File: config.mk
export PLATFORM = sky130hd
export DESIGN_NAME = conv_result_queue
export DESIGN_NICKNAME = d
export VERILOG_FILES = /design/src/rtl/cq_pkg.sv /design/src/rtl/cq_fill_fsm.sv /design/src/rtl/cq_store.sv /design/src/rtl/cq_irq_fsm.sv /design/src/rtl/conv_result_queue.sv
export SDC_FILE = /design/constraint.sdc
export NUM_CORES = 1
export LEC_CHECK = 0
export ABC_CLOCK_PERIOD_IN_PS = 2720
export CAP_MARGIN = 10
export CORE_ASPECT_RATIO = 0.9
export CORE_UTILIZATION = 37
export CTS_BUF_LIST = sky130_fd_sc_hd__clkbuf_2 sky130_fd_sc_hd__clkbuf_4 sky130_fd_sc_hd__clkbuf_8
export DETAILED_ROUTE_END_ITERATION = 10
export GPL_TIMING_DRIVEN = 0
export PLACE_DENSITY_LB_ADDON = 0.08
export SETUP_SLACK_MARGIN = 0.5
export SYNTH_ARGS = -nofsm -noshare
export SYNTH_HDL_FRONTEND = slang
export SYNTH_HIERARCHICAL = 1
export SYNTH_SLANG_ARGS = --single-unit
export TNS_END_PERCENT = 50
File: constraint.sdc
create_clock -name clk -period 2.72 [get_ports clk]
set_input_delay 0.272 -clock clk [delete_from_list [all_inputs] [get_ports clk]]
set_output_delay 0.272 -clock clk [all_outputs]
set_load 0.03 [all_outputs]
File: src/rtl/cq_pkg.sv
package cq_pkg;
    localparam int RES_W    = 12;
    localparam int TAG_W    = 5;
    localparam int WORD_W   = 32;
    localparam int PAD_W    = WORD_W - RES_W - TAG_W;
    localparam int THR_W    = 2;
    localparam int DEPTH    = 4;
    localparam int NUM_CHAN = 30;

    typedef struct packed {
        logic [RES_W-1:0] res;
        logic [TAG_W-1:0] tag;
    } cq_entry_t;

    typedef enum logic [1:0] {
        Q_EMPTY = 2'd0,
        Q_PART  = 2'd1,
        Q_FULL  = 2'd2
    } fill_st_e;

    typedef enum logic [1:0] {
        I_WAIT   = 2'd0,
        I_RAISED = 2'd1,
        I_SPENT  = 2'd2
    } irq_st_e;
endpackage

File: src/rtl/cq_fill_fsm.sv
module cq_fill_fsm
    import cq_pkg::*;
#(
    parameter int Q_DEPTH = DEPTH,
    parameter int CW      = $clog2(Q_DEPTH + 1)
) (
    input  logic          clk,
    input  logic          rst_n,
    input  logic          wr_en,
    input  logic          rd_en,
    input  logic          ovr_clr,
    output logic          push_ok,
    output logic          pop_ok,
    output logic          empty,
    output logic [CW-1:0] cnt_q,
    output logic [CW-1:0] cnt_nx,
    output logic          ovr_flag
);
    localparam logic [CW-1:0] CNT_FULL = CW'(Q_DEPTH);

    fill_st_e st_q, st_nx;

    // state register
    always_ff @(posedge clk or negedge rst_n) begin
        if (!rst_n) begin
            st_q  <= Q_EMPTY;
            cnt_q <= '0;
        end else begin
            st_q  <= st_nx;
            cnt_q <= cnt_nx;
        end
    end

    // next-state and outputs
    always_comb begin
        push_ok = wr_en && (st_q != Q_FULL);
        pop_ok  = rd_en && (st_q != Q_EMPTY);
        empty   = (st_q == Q_EMPTY);
        cnt_nx  = cnt_q + CW'(push_ok) - CW'(pop_ok);
        st_nx   = st_q;
        unique case (st_q)
            Q_EMPTY: begin
                // fill
                if (push_ok) st_nx = (cnt_nx == CNT_FULL) ? Q_FULL : Q_PART;
            end
            Q_PART: begin
                // top-off / drain
                if (cnt_nx == CNT_FULL)  st_nx = Q_FULL;
                else if (cnt_nx == '0)   st_nx = Q_EMPTY;
            end
            Q_FULL: begin
                // release
                if (pop_ok) st_nx = (cnt_nx == '0) ? Q_EMPTY : Q_PART;
            end
            default: st_nx = Q_EMPTY;
        endcase
    end

    // sticky overrun: a dropped write outranks a clear
    always_ff @(posedge clk or negedge rst_n) begin
        if (!rst_n)                          ovr_flag <= 1'b0;
        else if (wr_en && st_q == Q_FULL)    ovr_flag <= 1'b1;
        else if (ovr_clr)                    ovr_flag <= 1'b0;
    end
endmodule

File: src/rtl/cq_store.sv
module cq_store
    import cq_pkg::*;
#(
    parameter int Q_DEPTH = DEPTH,
    parameter int N_CHAN  = NUM_CHAN,
    localparam int AW     = (Q_DEPTH > 1) ? $clog2(Q_DEPTH) : 1
) (
    input  logic              clk,
    input  logic              rst_n,
    input  logic              push,
    input  logic              pop,
    input  logic              empty,
    input  logic [RES_W-1:0]  wr_result,
    input  logic [TAG_W-1:0]  wr_chan,
    output logic [WORD_W-1:0] rd_word
);
    localparam logic [TAG_W-1:0] CH_LIMIT = TAG_W'(N_CHAN);
    localparam logic [AW-1:0]    LAST     = AW'(Q_DEPTH - 1);

    cq_entry_t       stage [Q_DEPTH];
    cq_entry_t       incoming;
    cq_entry_t       head;
    logic [AW-1:0]   wp, rp;

    always_comb begin
        incoming.res = wr_result;
        incoming.tag = (wr_chan < CH_LIMIT) ? wr_chan : '0;
    end

    for (genvar i = 0; i < Q_DEPTH; i++) begin : g_stage
        always_ff @(posedge clk or negedge rst_n) begin
            if (!rst_n)                           stage[i] <= '0;
            else if (push && wp == AW'(i))        stage[i] <= incoming;
        end
    end

    always_ff @(posedge clk or negedge rst_n) begin
        if (!rst_n) begin
            wp <= '0;
            rp <= '0;
        end else begin
            if (push) wp <= (wp == LAST) ? '0 : wp + AW'(1);
            if (pop)  rp <= (rp == LAST) ? '0 : rp + AW'(1);
        end
    end

    assign head    = stage[rp];
    assign rd_word = empty ? '0 : {head.res, {PAD_W{1'b0}}, head.tag};
endmodule

File: src/rtl/cq_irq_fsm.sv
module cq_irq_fsm #(
    parameter int CW = 3
) (
    input  logic          clk,
    input  logic          rst_n,
    input  logic [CW-1:0] cnt_nx,
    input  logic [CW-1:0] need,
    input  logic          irq_clr,
    output logic          irq_flag
);
    import cq_pkg::*;

    irq_st_e st_q, st_nx;
    logic    met;

    // state register
    always_ff @(posedge clk or negedge rst_n) begin
        if (!rst_n) st_q <= I_WAIT;
        else        st_q <= st_nx;
    end

    always_comb begin
        met   = (cnt_nx >= need);
        st_nx = st_q;
        unique case (st_q)
            I_WAIT:   if (met) st_nx = I_RAISED;                      // raise
            I_RAISED: if (irq_clr) st_nx = met ? I_SPENT : I_WAIT;    // ack-high / ack-low
            I_SPENT:  if (!met) st_nx = I_WAIT;                       // rearm
            default:  st_nx = I_WAIT;
        endcase
    end

    // output process
    always_comb begin
        irq_flag = (st_q == I_RAISED);
    end
endmodule

File: src/rtl/conv_result_queue.sv
module conv_result_queue
    import cq_pkg::*;
(
    input  logic              clk,
    input  logic              rst_n,
    input  logic              wr_en,
    input  logic [RES_W-1:0]  wr_result,
    input  logic [TAG_W-1:0]  wr_chan,
    input  logic              rd_en,
    output logic [WORD_W-1:0] rd_data,
    input  logic              thr_we,
    input  logic [THR_W-1:0]  thr_wdata,
    output logic              irq_flag,
    input  logic              irq_clr,
    output logic              ovr_flag,
    input  logic              ovr_clr
);
    localparam int CW = $clog2(DEPTH + 1);

    logic             push_ok, pop_ok, empty;
    logic [CW-1:0]    fill_cnt, fill_nx, need;
    logic [THR_W-1:0] thr_q;

    always_ff @(posedge clk or negedge rst_n) begin
        if (!rst_n)      thr_q <= '0;
        else if (thr_we) thr_q <= thr_wdata;
    end

    assign need = CW'(thr_q) + CW'(1);

    cq_fill_fsm #(.Q_DEPTH(DEPTH), .CW(CW)) u_fill (
        .clk      (clk),
        .rst_n    (rst_n),
        .wr_en    (wr_en),
        .rd_en    (rd_en),
        .ovr_clr  (ovr_clr),
        .push_ok  (push_ok),
        .pop_ok   (pop_ok),
        .empty    (empty),
        .cnt_q    (fill_cnt),
        .cnt_nx   (fill_nx),
        .ovr_flag (ovr_flag)
    );

    cq_store #(.Q_DEPTH(DEPTH), .N_CHAN(NUM_CHAN)) u_store (
        .clk       (clk),
        .rst_n     (rst_n),
        .push      (push_ok),
        .pop       (pop_ok),
        .empty     (empty),
        .wr_result (wr_result),
        .wr_chan   (wr_chan),
        .rd_word   (rd_data)
    );

    cq_irq_fsm #(.CW(CW)) u_irq (
        .clk      (clk),
        .rst_n    (rst_n),
        .cnt_nx   (fill_nx),
        .need     (need),
        .irq_clr  (irq_clr),
        .irq_flag (irq_flag)
    );
endmodule

[After elaboration in Yosys (flattened, before gate mapping)]
Index checks and enable logic that the tools add are counted.
Widths: inputs -> output; s select.
Word-level totals
  bits in registers: 82
  word-level logic and storage cells: 76
Cells by class
  bitwise operators: 1
  reductions and logical operators: 15
  eq/ne operators: 16
  muxes and demuxes: 21
  add/sub/neg operators: 5
  $lt $le $gt $ge: 3
Operators with widths (number)
  $bmux 17 s2: 1
  $mux 17: 2
  $mux 32: 1
  $mux 2: 11
  $pmux 2 s3: 2
  $eq 2x2->1 const B: 5
  $logic_and 1x1->1: 7
  $eq 2x1->1 const B: 3
  $logic_not 2->1: 3
  $ne 2x1->1 const B: 3
  $ne 2x2->1 const B: 3
  $reduce_and 3->1: 2
  $lt 5x5->1 const B: 1
  $mux 5: 1
  $add 2x1->2 const B: 2
  $reduce_bool 2->1: 2
  $add 2x1->3 const B: 1
  $add 3x1->3: 1
  $eq 3x3->1 const B: 1
  $ge 3x3->1: 1
  $ge 3x3->1 const B: 1
  $logic_not 3->1: 1
  $mux 1: 3
  $ne 3x1->1 const B: 1
  other kinds (2): 2

[Logic depth before layout (Yosys ltp)]
Gate-level depths: netlist of the first run.
  depth in word-level cells: 8
  mapped depth: 11
  gate-level depth less buffers: 11

[Cells and area by module]
Netlist of the first run, hierarchy kept.
By module, submodules not included
  cq_store: area an instance 3587.2 sq um, cells an instance 267, instances 1
  cq_fill_fsm: area an instance 331.6 sq um, cells an instance 30, instances 1
  cq_irq_fsm: area an instance 180.2 sq um, cells an instance 19, instances 1
  conv_result_queue: area an instance 88.8 sq um, cells an instance 6, instances 1

[Least setup slack after synthesis of the first run]
Ideal clock, no wire load.
  path kind: register -> register
  start: register u_fill.st_q[1]
  end: register u_irq.st_q[0]
  cell stages (with the launch flop): 12
  data arrival time: 2.348 ns
  slack: 0.243 ns
  data required time: 2.591 ns
  library setup time: 0.129 ns
  path through: dfrtp_1 -> nor2_1 -> nor2b_1 -> ha_1 -> inv_1 -> ha_1 -> fa_1 -> xor3_2 -> inv_2 -> ha_1 -> o31ai_1 -> nor2_1
RTL lines
  start, declared: RTL line cq_fill_fsm.sv:21  | fill_st_e st_q, st_nx;
  start signal, assigned: RTL line cq_fill_fsm.sv:29  | st_q <= st_nx;
  $reduce_bool 2->1 *: RTL line cq_fill_fsm.sv:37  | pop_ok = rd_en && (st_q != Q_EMPTY);
  $logic_and 1x1->1 *: RTL line cq_fill_fsm.sv:37
  via pop_ok: RTL line conv_result_queue.sv:20  | logic push_ok, pop_ok, empty;
  $sub 3x1->3 *: RTL line cq_fill_fsm.sv:39  | cnt_nx = cnt_q + CW'(push_ok) - CW'(pop_ok);
  via fill_nx[2]: RTL line conv_result_queue.sv:21  | logic [CW-1:0] fill_cnt, fill_nx, need;
  $ge 3x3->1 *: RTL line cq_irq_fsm.sv:23  | met = (cnt_nx >= need);
  $ne 2x2->1 (no line) / $ne 2x1->1 (equally long branches)
  $reduce_and 3->1 (no line) *
  end signal, assigned: RTL line cq_irq_fsm.sv:19  | else st_q <= st_nx;
  end, declared: RTL line cq_irq_fsm.sv:13  | irq_st_e st_q, st_nx;
Mark *: on every way through the listed nets, which the timed path passes. The rest lies on a longest branch.
A chain may end at the register's enable or synchronous reset.

[Final worst setup path of the first run]
  start: register u_fill.st_q[0]
  end: register u_irq.st_q[0]
The elaborated chain is that of the path after synthesis.

==> results of run 1 <==
## registers in the layout, indices dropped and copies added, names as in the netlist
name and cells:
u_store/stage 68, u_fill/cnt_q 3, thr_q 2, u_fill/st_q 2, u_irq/st_q 2, u_store/rp 2
u_store/wp 2, u_fill/ovr_flag 1
## final cells by class
class / count / area, sq um / area share
Tap cell: 152 / 190.2 / 0.03598
Inverter: 12 / 45.04 / 0.008523
Sequential cell: 82 / 2052 / 0.3883
Buffer: 30 / 246.5 / 0.04664
Timing Repair Buffer: 57 / 553.0 / 0.1046
Clock buffer: 11 / 145.1 / 0.02746
Clock inverter: 5 / 37.54 / 0.007102
Multi-Input combinational cell: 212 / 2016 / 0.3814
## layer usage
layer | vias up | routed length, um | GRT usage
li1 | 1307 | - | -
met1 | 1440 | 4581 | 0.2386
met2 | 61 | 4489 | 0.2741
met3 | 16 | 377 | 0.04115
met4 | 2 | 150 | 0.05994
met5 | - | 12 | 0
## layout by cell type (no fill, tap or decap), types with 3 or more instances in the layout
| master | Yosys | routed |
|---|---|---|
| sky130_fd_sc_hd__and3_1 | 4 | 4 |
| sky130_fd_sc_hd__buf_4 | 19 | 33 |
| sky130_fd_sc_hd__buf_6 | 6 | 11 |
| sky130_fd_sc_hd__clkbuf_8 | 0 | 10 |
| sky130_fd_sc_hd__clkdlybuf4s50_1 | 0 | 26 |
| sky130_fd_sc_hd__conb_1 | 1 | 15 |
| sky130_fd_sc_hd__dfrtp_1 | 82 | 82 |
| sky130_fd_sc_hd__dlygate4sd2_1 | 0 | 10 |
| sky130_fd_sc_hd__ha_1 | 11 | 9 |
| sky130_fd_sc_hd__inv_1 | 11 | 10 |
| sky130_fd_sc_hd__mux2_2 | 33 | 33 |
| sky130_fd_sc_hd__mux2_4 | 20 | 20 |
| sky130_fd_sc_hd__mux2i_1 | 34 | 34 |
| sky130_fd_sc_hd__nand2_1 | 3 | 3 |
| sky130_fd_sc_hd__nand2_4 | 4 | 4 |
| sky130_fd_sc_hd__nand3_1 | 22 | 22 |
| sky130_fd_sc_hd__nor2_1 | 5 | 3 |
| sky130_fd_sc_hd__o21ai_0 | 4 | 3 |
| sky130_fd_sc_hd__o22ai_1 | 17 | 14 |
| sky130_fd_sc_hd__o22ai_2 | 0 | 3 |
| sky130_fd_sc_hd__o2bb2ai_1 | 20 | 20 |
## logic make-up after synthesis
family / count (synthesis) / share of synthesized area
xor gates and xnor gates: 1 / 0.005975
AOI/OAI and AO/OA: 49 / 0.08904
DFF: 82 / 0.4900
and+or+nand+nor: 48 / 0.06812
other: 1 / 0.0008955
adders and majority gates: 12 / 0.03765
buffers and inverters: 42 / 0.06663
muxes: 87 / 0.2417
## what timing repair did
item / 4_1_cts / 5_1_grt
hold buffers: 1 / 0
setup endpoints to repair: 21 / 22
hold endpoints to repair: 38 / 0
setup buffers: 7 / 4
pin swaps: 4 / 9
resized for setup: 23 / 48
## power breakdown
part           internal [mW]  switching, mW  total (mW)
clock network          0.370          0.453       0.823
registers               1.81          0.319        2.13
logic                   1.97           2.00        3.97
total                   4.15           2.77        6.92
## path summary, 6_finish.rpt
check / startpoint / to / slack, ns / depth (start not counted)
setup / recovery: u_fill/st_q[0] / u_irq/st_q[0] / 0.29 / 9
hold / removal: rst_n / u_store/stage[52] / 0.45 / 2
setup reg to reg: u_fill/st_q[0] / u_irq/st_q[0] / 0.29 / 9
hold reg to reg: u_store/stage[55] / u_store/stage[55] / 0.50 / 1
max in group asynchronous: rst_n / u_store/stage[44] / 1.67 / 3
min in group clk: ovr_clr / u_fill/ovr_flag / 0.48 / 2
## through the flow
stage | utilization | cell area [sq um] | cells
finish | 0.4848 | 5285 | 561
floorplan | - | 4243 | 336
CTS | 0.4730 | 5156 | 557
global placement | 0.4471 | 4873 | 532
detailed placement | 0.4494 | 4898 | 533
global route | 0.4848 | 5285 | 561
==> out/metrics.cfg, run 1 <==
[logic_synthesis]
yosysUniqueCellTypes=35
ys_warn_count=6
yosysMostFrequentCell=sky130_fd_sc_hd__dfrtp_1
synthFlopType=sky130_fd_sc_hd__dfrtp_1
synth.yosys.seq_area_share=0.4900
synthArstFlopShare=1.000
postSynthAreaPerCell_sq_um=13.01
number_of_enable_flip_flop_cells_after_synthesis=0
netlist_top_cells_area=sky130_fd_sc_hd__dfrtp_1 (49%), sky130_fd_sc_hd__mux2_2 (8.9%), sky130_fd_sc_hd__mux2i_1 (8.1%)
top_cells_by_count_synth=sky130_fd_sc_hd__dfrtp_1 (82), sky130_fd_sc_hd__mux2i_1 (34), sky130_fd_sc_hd__mux2_2 (33)
synth.cell_area_sq_um=4188
post-synth-top-area-fraction=0.4900
synthCells=322
synth_seq_cells=82
synth_top_area_cell=sky130_fd_sc_hd__dfrtp_1

[critical_path]
worst-path-max-fanout=3
timing.critical_path.max_delay_family=adder cells
cp.required_ns=2.96
timing.critical_path.cells=nor2_2 > nor2b_2 > ha_1 > inv_2 > ha_4 > fa_2 > ha_1 > a2111oi_2 > nor2_1
critical_path_type=flip-flop to flip-flop
cell_repeated_most_along_the_worst_path=sky130_fd_sc_hd__ha_1
timing.critical_path.slowest_cell_delay_ns=0.56
crit_path_top_delay_cell=sky130_fd_sc_hd__fa_2
critPathLaunchType=flip-flop
timing.critical_path.arrival_ns=2.67
cp.buffers_inverters=1
critPathCaptureType=flip-flop

[power_and_ir_drop]
post-layout-total-power_mw=6.917
power_density_nw_per_um2=1309
leakage_nw=2.496
vdd_drop_max_uv=724.8

[clocking]
tritoncts_num_sinks=82
cts_max_path_buffers=2
h_tree_depth=3
clk_pin_slew_worst_paths_ns=0.09
clock_tree_from_tritoncts=done
cts_made_buffers=9
clock_latency_ns=0.36
clk_root_buffer_cell=sky130_fd_sc_hd__clkbuf_8

[placed_design]
gpl_wtd_cong=0.7504
dpl.hpwl_um=6170
placement.io_buffers=44
detailedPlace.worstSlack_ns=-0.1969

[grt]
grt_pass1_vias=2829
wire_length_of_the_first_global_routing_pass_um=15320
grt_overflow_total=0
gr-usage-all-layers=0.1748
maximum_number_of_pins_on_one_net_before_global_route_repair=45
grt_antenna_before_repair=1

[routing]
drt-initial-drc-count=99
vias=2826
viasPerCell=5.037
first_pass_iters=4
post-route-drc-count=0
drt-wirelength-per-cell_um=17.13
ant_nets=0
detail_route.wirelength_um=9612

[timing]
tightest_slew_ns=0.5515
skew_ns=0.009574
rsz0062_at_grt=true
timing.fmax_mhz=411.8
slew_headroom=0.6324
postLayoutSetupSlackWorst_ns=0.2919
final_period_minus_worst_setup_slack_ns=2.428
setup_total_negative_slack_ns=0
setup_viol=0
final_max_slew_viol_count=0
hold_violations=0
timing.hold.ws_ns=0.4486
period_share=0.8927

[die]
dieArea_sq_um=11750
core_sq_um=10900
rows=36
initial_core_util=0.3842
die_height_um=102.9
top_level_ports=60
die-width_um=114.1

[finish]
antenna_cells=0
fill_cells=1034
drive_gt1_frac=0.3521
areaGrowthSynthToFinish_pct=26.20
nets=442

[run_status]
run_status=finished clean

[run]
maxCapViolCount=0

[min_path]
min_path_type=input pin to async pin

(Power assumes the default switching activity.)
==> inputs of run 2 (changes only) <==
- ABC_CLOCK_PERIOD_IN_PS: 2720 -> unset
==> results of run 2 <==
Same layout as run 1: the final DEF is identical, and so are final timing and power.
==> inputs of run 3 (changes only) <==
- clock period: 2.72 -> 2.4 ns (I/O delays scaled with it)
==> run 3 against run 2 <==
  * The flow now finishes with violations (setup timing)
  * Global-route usage up 0.56 points
  * Highest routed layer is now met4
  * First-iteration DRC count down 14%
  * Final cell count up 1.2%
  * Fmax down 0.69%
  * Combinational power up 50%
  * Hold slack worse by 0.078 ns
==> out/metrics.cfg, run 3 (synthesized netlist as in run 1, its figures left out) <==
[run_status]
run_status=complete, but fails checks
failing_checks=setup timing

[power_and_ir_drop]
vdd_drop_max_uv=811.1  ; +12%
leakage_nw=2.584  ; +3.5%
comb_power_share=0.621  ; +0.047
power_density_nw_per_um2=1636  ; +25%
p_sw_frac=0.3907  ; -0.009594
p_int_mw=5.834  ; +41%
power.net_switching_mw=3.740  ; +35%
power.clock.fraction=0.117  ; -0.002
sequentialPowerShare=0.262  ; -0.045

[placed_design]
placement.io_buffers=44  ; unchanged
gpl_wtd_cong=0.7406  ; -1.3%
dp.cells=533  ; unchanged
dpl.hpwl_um=6112  ; -0.95%
placement.cell_area_sq_um=4922  ; +0.49%

[timing]
skew_ns=0.007239  ; -0.002336 ns
final_max_slew_viol_count=0  ; unchanged
postLayoutSetupSlackWorst_ns=-0.04503  ; -0.3370 ns
rsz0062_at_grt=true
hold_violations=0  ; unchanged
final_period_minus_worst_setup_slack_ns=2.445  ; +0.01696 ns
timing.fmax_mhz=409.0  ; -0.69%
setup_total_negative_slack_ns=-0.04503  ; -0.04503 ns
setup_viol=1  ; +1
period_share=1.019  ; +0.1261

[finish]
layout.cells.most_common_list=sky130_fd_sc_hd__dfrtp_1 (82), sky130_fd_sc_hd__mux2_2 (33), sky130_fd_sc_hd__buf_6 (27)
antenna_cells=0  ; unchanged
drive_gt1_frac=0.4591  ; +0.1071
areaGrowthSynthToFinish_pct=39.74
largest_register_ffs=68  ; unchanged
most_flops_register=u_store/stage
fill_cells=977  ; -5.5%
final_area_sq_um=5852  ; +11%
post_route_core_utilization=0.5368  ; +0.05200
nets=449  ; +1.6%
finish.cell_count_without_fillers=568  ; +1.2%
multi_input_area_sq_um=2311  ; +15%
largest_registers=u_store/stage (68), u_fill/cnt_q (3)
regArea_sq_um=2052  ; unchanged
most_common_cell_after_layout_fill_and_taps_aside=sky130_fd_sc_hd__dfrtp_1

[routing]
drt-initial-drc-count=85  ; -14%
drt-wirelength-per-cell_um=17.27  ; +0.79%
detail_route.wirelength_um=9809  ; +2.0%
vias=2802  ; -0.85%
viasPerCell=4.933  ; -2.1%
first_pass_iters=4  ; unchanged
post-route-drc-count=0  ; unchanged
ant_nets=0  ; unchanged

[grt]
gr-usage-all-layers=0.1804  ; +0.005594
grt_antenna_before_repair=0  ; -1
maximum_number_of_pins_on_one_net_before_global_route_repair=53  ; +18%
grt_pass1_vias=2888  ; +2.1%
grt_overflow_total=0  ; unchanged
wire_length_of_the_first_global_routing_pass_um=15640  ; +2.1%

[clocking]
cts_made_buffers=9  ; unchanged
clk_root_buffer_cell=sky130_fd_sc_hd__clkbuf_8
clock_latency_ns=0.35  ; about the same
clock_tree_from_tritoncts=done
clk_pin_slew_worst_paths_ns=0.08  ; about the same
h_tree_depth=3  ; unchanged
tritoncts_num_sinks=82  ; unchanged
cts_max_path_buffers=2  ; unchanged

[die]
dieArea_sq_um=11750  ; unchanged
initial_core_util=0.3842  ; unchanged
top_level_ports=60  ; unchanged
rows=36  ; unchanged
die_height_um=102.9  ; unchanged
die-width_um=114.1  ; unchanged
core_sq_um=10900  ; unchanged

[critical_path]
critPathLaunchType=flip-flop
cell_repeated_most_along_the_worst_path=sky130_fd_sc_hd__ha_1
timing.critical_path.slowest_cell_delay_ns=0.56  ; about the same
timing.critical_path.arrival_ns=2.68  ; about the same
worst-path-stages=9  ; unchanged
critPathCaptureType=flip-flop
cp.required_ns=2.64  ; -0.32 ns
timing.critical_path.max_delay_family=adder cells
crit_path_top_delay_cell=sky130_fd_sc_hd__fa_2
cp.buffers_inverters=1  ; unchanged
worst-path-max-fanout=3  ; unchanged
r2r_cells=9  ; unchanged
timing.critical_path.cells=nor2_4 > nor2b_4 > ha_1 > inv_1 > ha_2 > fa_2 > ha_1 > a2111oi_2 > nor2_1
critical_path_type=flip-flop to flip-flop

[min_path]
min_path_type=input pin to async pin

[run]
maxCapViolCount=0  ; unchanged

## run 3: cell count changes in the layout (fill, tap and decap cells not counted), moves of 6 or more
cell	previous run	this run
sky130_fd_sc_hd__buf_12	0	6
sky130_fd_sc_hd__buf_4	33	25
sky130_fd_sc_hd__buf_6	11	27
sky130_fd_sc_hd__dlygate4sd2_1	10	1
sky130_fd_sc_hd__mux2i_1	34	18
sky130_fd_sc_hd__mux2i_2	0	13
sky130_fd_sc_hd__o22ai_1	14	0
sky130_fd_sc_hd__o22ai_4	0	17
## run 3: area by class of cell
type | instances | share of cell area
Multi-Input combinational cell | 212 | 0.3949
Sequential cell | 82 | 0.3507
Timing Repair Buffer | 64 | 0.1199
Buffer | 30 | 0.05623
Tap cell | 152 | 0.03250
Clock buffer | 11 | 0.02480
Clock inverter | 5 | 0.01326
Inverter | 12 | 0.007697
## run 3: per-stage QoR
stage          setup slack [ns]  power, mW  hold WS, ns
3_5_place_dp            -0.3986      6.547       0.2173
5_1_grt                 -0.1510      10.12       0.3898
4_1_cts                -0.05445      8.948       0.3677
6_report               -0.04503      9.574       0.3706
2_1_floorplan           0.02949      5.336     -0.05559
3_3_place_gp             -2.023      6.486       0.4708
## run 3: power by group through the flow
stage	combinational (mW)	sequential, mW	clock (mW)
after floorplan	3.00	2.34	0
after global placement	4.08	2.41	0
after detailed placement	4.12	2.43	0
after CTS	5.31	2.47	1.16
after global routing	6.33	2.58	1.21
final	5.95	2.50	1.12
## run 3: repair_timing
item,CTS,global route
hold buffers,1,0
pin swaps,13,15
buffers inserted,7,9
setup endpoints to repair,23,23
hold endpoints to repair,30,0
gates resized for setup,180,37
cloned,1,1
## run 3: worst paths after layout
check                           slack (ns)              from           endpoint
worst max-delay path                 -0.05    u_fill/st_q[1]      u_irq/st_q[0]
worst max register to register       -0.05    u_fill/st_q[1]      u_irq/st_q[0]
min in group clk                      0.44           ovr_clr    u_fill/ovr_flag
worst min register to register        0.49  u_store/stage[2]   u_store/stage[2]
max in group asynchronous             1.44             rst_n  u_store/stage[16]
worst min-delay path                  0.37             rst_n   u_store/stage[3]
## run 3: routing by layer
layer,vias up,track usage,part of all wire
li1,1338,-,-
met1,1384,0.2350,0.47
met2,70,0.2993,0.48
met3,10,0.03939,0.043
met4,0,0.06194,0.010
met5,-,0,0
